--- config.mk ---
export PLATFORM = sky130hd
export DESIGN_NAME = fault_summary_reg
export DESIGN_NICKNAME = d
export VERILOG_FILES = /design/src/rtl/fsr_pkg.sv /design/src/rtl/fsr_cmd_screen.sv /design/src/rtl/fsr_sticky.sv /design/src/rtl/fsr_pair_clear.sv /design/src/rtl/fault_summary_reg.sv
export SDC_FILE = /design/constraint.sdc
export NUM_CORES = 1
export LEC_CHECK = 0
export BUFFER_PORTS_ARGS = -buffer_cell sky130_fd_sc_hd__clkbuf_2
export CORE_MARGIN = 4
export CORE_UTILIZATION = 33
export DETAILED_ROUTE_END_ITERATION = 6
export PLACE_DENSITY_LB_ADDON = 0.08
export SLEW_MARGIN = 20
export SYNTH_ARGS = -nofsm -noshare
export SYNTH_HDL_FRONTEND = slang
export SYNTH_SLANG_ARGS = --single-unit
--- constraint.sdc ---
create_clock -name clk -period 2.7 [get_ports clk]
set_clock_uncertainty 0.2 [all_clocks]
set_input_delay 0.54 -clock clk [delete_from_list [all_inputs] [get_ports clk]]
set_output_delay 0.54 -clock clk [all_outputs]
set_load 0.005 [all_outputs]
--- src/rtl/fsr_pkg.sv ---
package fsr_pkg;
  localparam int CODE_W = 3;
  localparam int NFLAG  = 7;

  localparam int B_CHECK  = 0;
  localparam int B_OVRUN  = 1;
  localparam int B_RESYNC = 2;
  localparam int B_WDOG   = 3;
  localparam int B_INPUT  = 4;
  localparam int B_SERIAL = 5;
  localparam int B_CMD    = 6;

  typedef enum logic [CODE_W-1:0] {
    CMD_NULL   = 3'd0,
    CMD_RREG   = 3'd1,
    CMD_WREG   = 3'd2,
    CMD_LOCK   = 3'd3,
    CMD_UNLOCK = 3'd4,
    CMD_X5     = 3'd5,
    CMD_X6     = 3'd6,
    CMD_X7     = 3'd7
  } cmd_code_e;

  function automatic logic allowed_when_locked(input logic [CODE_W-1:0] code);
    return (code == CMD_NULL) || (code == CMD_RREG) ||
           (code == CMD_LOCK) || (code == CMD_UNLOCK);
  endfunction
endpackage

--- src/rtl/fsr_cmd_screen.sv ---
module fsr_cmd_screen
  import fsr_pkg::*;
(
  input  logic              cmd_valid,
  input  logic              cmd_known,
  input  logic [CODE_W-1:0] cmd_code,
  input  logic              locked,
  output logic              cmd_fault
);
  logic lock_reject;

  always_comb begin
    lock_reject = locked && !allowed_when_locked(cmd_code);
    cmd_fault   = cmd_valid && (!cmd_known || lock_reject);
  end
endmodule

--- src/rtl/fsr_sticky.sv ---
module fsr_sticky (
  input  logic clk,
  input  logic rst_n,
  input  logic set,
  input  logic clr,
  output logic q
);
  always_ff @(posedge clk) begin
    if (!rst_n)   q <= 1'b0;
    else if (set) q <= 1'b1;
    else if (clr) q <= 1'b0;
  end
endmodule

--- src/rtl/fsr_pair_clear.sv ---
module fsr_pair_clear (
  input  logic clk,
  input  logic rst_n,
  input  logic active,
  input  logic rd_a,
  input  logic rd_b,
  output logic done
);
  logic seen_a, seen_b;

  assign done = active && (seen_a || rd_a) && (seen_b || rd_b);

  always_ff @(posedge clk) begin
    if (!rst_n || !active || done) begin
      seen_a <= 1'b0;
      seen_b <= 1'b0;
    end else begin
      seen_a <= seen_a || rd_a;
      seen_b <= seen_b || rd_b;
    end
  end
endmodule

--- src/rtl/fault_summary_reg.sv ---
module fault_summary_reg
  import fsr_pkg::*;
#(
  parameter int SPI_W = 8,
  parameter int PN_W  = 8
) (
  input  logic              clk,
  input  logic              rst_n,
  input  logic              cmd_valid,
  input  logic              cmd_known,
  input  logic [CODE_W-1:0] cmd_code,
  input  logic              locked,
  input  logic              wdt_expire,
  input  logic              sync_slave,
  input  logic              resync_evt,
  input  logic              drdy_new,
  input  logic              dout_busy,
  input  logic              ham_en,
  input  logic              ham_uncorr,
  input  logic              crc_fail,
  input  logic [SPI_W-1:0]  spi_stat,
  input  logic              spi_stat_rd,
  input  logic [PN_W-1:0]   pos_stat,
  input  logic [PN_W-1:0]   neg_stat,
  input  logic              pos_rd,
  input  logic              neg_rd,
  input  logic              rd_en,
  output logic [7:0]        rd_data
);
  logic [NFLAG-1:0] set_v, clr_v, flags;
  logic             cmd_fault, input_done;

  fsr_cmd_screen u_screen (
    .cmd_valid (cmd_valid),
    .cmd_known (cmd_known),
    .cmd_code  (cmd_code),
    .locked    (locked),
    .cmd_fault (cmd_fault)
  );

  fsr_pair_clear u_pair (
    .clk    (clk),
    .rst_n  (rst_n),
    .active (flags[B_INPUT]),
    .rd_a   (pos_rd),
    .rd_b   (neg_rd),
    .done   (input_done)
  );

  always_comb begin
    set_v           = '0;
    clr_v           = '0;
    set_v[B_CHECK]  = crc_fail || (ham_en && ham_uncorr);
    clr_v[B_CHECK]  = spi_stat_rd;
    set_v[B_OVRUN]  = drdy_new && dout_busy;
    clr_v[B_OVRUN]  = rd_en;
    set_v[B_RESYNC] = resync_evt && sync_slave;
    clr_v[B_RESYNC] = rd_en;
    set_v[B_WDOG]   = wdt_expire;
    clr_v[B_WDOG]   = rd_en;
    set_v[B_INPUT]  = ((|pos_stat) || (|neg_stat)) && !input_done;
    clr_v[B_INPUT]  = input_done;
    set_v[B_SERIAL] = (|spi_stat) && !spi_stat_rd;
    clr_v[B_SERIAL] = spi_stat_rd;
    set_v[B_CMD]    = cmd_fault;
    clr_v[B_CMD]    = rd_en;
  end

  for (genvar i = 0; i < NFLAG; i++) begin : g_flag
    fsr_sticky u_bit (
      .clk   (clk),
      .rst_n (rst_n),
      .set   (set_v[i]),
      .clr   (clr_v[i]),
      .q     (flags[i])
    );
  end

  assign rd_data = {1'b0, flags};
endmodule

==> metrics.md <==
| Metric | Value |
|---|---|
| Post-CTS Setup Repair Bufs | `0` |
| Synth area leader | `dfxtp_1` |
| Final antenna-violating net count | `0` |
| Synthesized area per cell | `8.63 µm²` |
| Worst-path clk slew | `0.06 ns` |
| Routed WL | `1130 µm` |
| Fin cells | `110` |
| Fillers | `123` |
| Port Buffers | `50` |
| WL met1 | `429 µm` |
| P&R area growth vs syn | `54.2%` |
| Final period utilization | `0.566` |
| Fin Hold WS | `0.254 ns` |
| Met3 WL | `176 µm` |
| Std cell rows | `12` |
| Crit path largest cell delay | `0.39 ns` |
| Critical Path RT | `1.96 ns` |
| Syn Inst Count | `50` |
| Clock Path Buffers | `2` |
| Max Clk Rate | `655 MHz` |
| Leak | `0.362 nW` |
| DRC viols | `0` |
| Area share of the largest cell type after synthesis | `0.417` |
| Final core utilization | `0.568` |
| Core area | `0.00117 mm²` |
| Initial Util | `0.369` |
| Minimum clock period | `1.53 ns` |
| Fin Setup TNS | `0 ns` |
| Most frequently used flop master after synthesis | `dfxtp_1` |
| Setup Viol. Count Final | `0` |
| Hold buffers post-CTS | `0` |
| DR top layer | `met3` |
| DR WL/cell | `10.3 µm` |
| Synth cell types | `22` |
| Arrival @ worst endpoint | `0.79 ns` |
| Num ports | `52` |
| Pre-antenna DRT Iters | `4` |
| Register bit count reported by yosys | `9` |
| Die W | `44.2 µm` |
| Antenna diode count | `0` |
| CTS resizes | `0` |
| Nets@finish | `141` |
| CP max FO | `4` |
| Post-synth EDFFs | `0` |
| CP top delay family | `flip-flops` |
| RSZ-0062 raised after global routing | `no` |
| Max Cap Viol | `0` |
| Final Max Tran Viols | `0` |
| Register Area | `180 µm²` |
| Total track usage | `0.124` |
| CP max-delay cell | `dfxtp_1` |
| Met2 WL | `528 µm` |
| Antenna violations before repair | `0` |
| CP endpoint kind | `primary output` |
| Top-count cell post-synth | `dfxtp_1` |
| Pwr per Cell Area | `456 mW/mm²` |
| Via Count | `508` |
| Routability congestion estimate from global placement | `0.722` |
| CTS sink count | `9` |
| Worst path bufs/invs | `1` |
| H-tree depth | `1` |
| Largest net degree at the start of global routing | `6` |
| Top post-synthesis cells by area | `dfxtp_1, buf_4, nor2_1, a21oi_1, a22oi_1` |
| CTS Buf Count | `3` |
| Outcome | `finished clean` |
| Post-synth top cells | `dfxtp_1, buf_4, nor2_1, a21oi_1` |
| Cell Chain, Critical Path | `clkbuf_2` |
| Multi-input gate area | `184 µm²` |
| Maximum VDD drop | `332 µV` |
| Cells after DPL | `106` |
| HP Class | `in -> reg` |
| CTS tree | `yes` |
| Total grt overflow | `0` |
| Vias in the first global route | `489` |
| Ys async rst share | `0` |
| Die height | `44.2 µm` |
| Die area | `0.00195 mm²` |
| Detailed-route vias per instance | `4.62` |
| Post-synth net total | `94` |
| Sequential share of the synthesized area | `0.417` |
| Fraction of layout cells with a size suffix above 1 | `0.583` |
| CTS Root Cell | `clkbuf_4` |
| CP Class | `reg -> out` |
| Drt initial violations | `7` |
| Clk Latency, worst-skew pair | `0.26 ns` |
| Ys Warns | `0` |
| First-pass GRT wire length | `1830 µm` |
| Final Hold Viols | `0` |
| Post-synth design cell area | `432 µm²` |
| Startpoint Class | `flip-flop` |
## placed cells by master, fill, tap and decap left out, types with 2 or more instances in the layout
master,Yosys,routed
clkbuf_2,0,50
a21oi_1,3,3
inv_1,2,2
clkbuf_4,0,3
a22oi_1,2,2
dfxtp_1,9,9
nor3_1,2,2
o21ai_0,2,2
nor2_1,7,7
or4_1,2,2
## state kept, by name, summed over array words and instances, names as in the netlist
name            flops
u_pair.seen_b       1
u_pair.seen_a       1
g_flag.u_bit.q      7
## final timing paths
path                       endpoint  cells after the start              start  slack, ns
hold / removal    g_flag[5].u_bit.q                      2        spi_stat_rd       0.25
setup / recovery         rd_data[4]                      1  g_flag[4].u_bit.q       1.17
setup reg to reg  g_flag[4].u_bit.q                      3  g_flag[4].u_bit.q       1.58
hold reg to reg   g_flag[0].u_bit.q                      2  g_flag[0].u_bit.q       0.27
## metrics by stage
stage	total power, mW	setup WS, ns	instance area (µm²)
2_1_floorplan	0.174	1.14	432
3_3_place_gp	0.202	1.04	639
3_5_place_dp	0.204	1.00	639
4_1_cts	0.307	1.17	666
5_1_grt	0.326	1.14	666
6_report	0.304	1.17	666
## final cells by class
cell class / instances / area share
Tap cell: 14 / 0.0263
Timing Repair Buffer: 50 / 0.376
Clock buffer: 4 / 0.0395
Sequential cell: 9 / 0.271
Multi-Input combinational cell: 31 / 0.276
Inverter: 2 / 0.0113
## routing by layer
metal  track usage  vias to the layer above
met5             0                        -
met4        0.0181                        0
met3        0.0732                        0
met2         0.224                       39
met1         0.125                      209
li1              -                      260
## worst reg2reg max path, cell delays in order (launching register included)
cell and delay, ns:
dfxtp_1 0.39, o21ai_0 0.13, o21ai_1 0.21, a31oi_1 0.07
## cells by family after synthesis
kind of cell | after synthesis | share of synthesized area
buffers and inverters | 10 | 0.157
other | 1 | 0.00869
flip-flops | 9 | 0.417
multiplexers | 1 | 0.0261
AO/OA/AOI/OAI | 11 | 0.157
AND/OR/NAND/NOR | 18 | 0.235
## power breakdown
part           switching (mW)  internal [mW]
clock                  0.0469         0.0570
combinational          0.0198         0.0346
sequential            0.00434          0.141
Note: power is estimated with default switching activity, not from simulation.
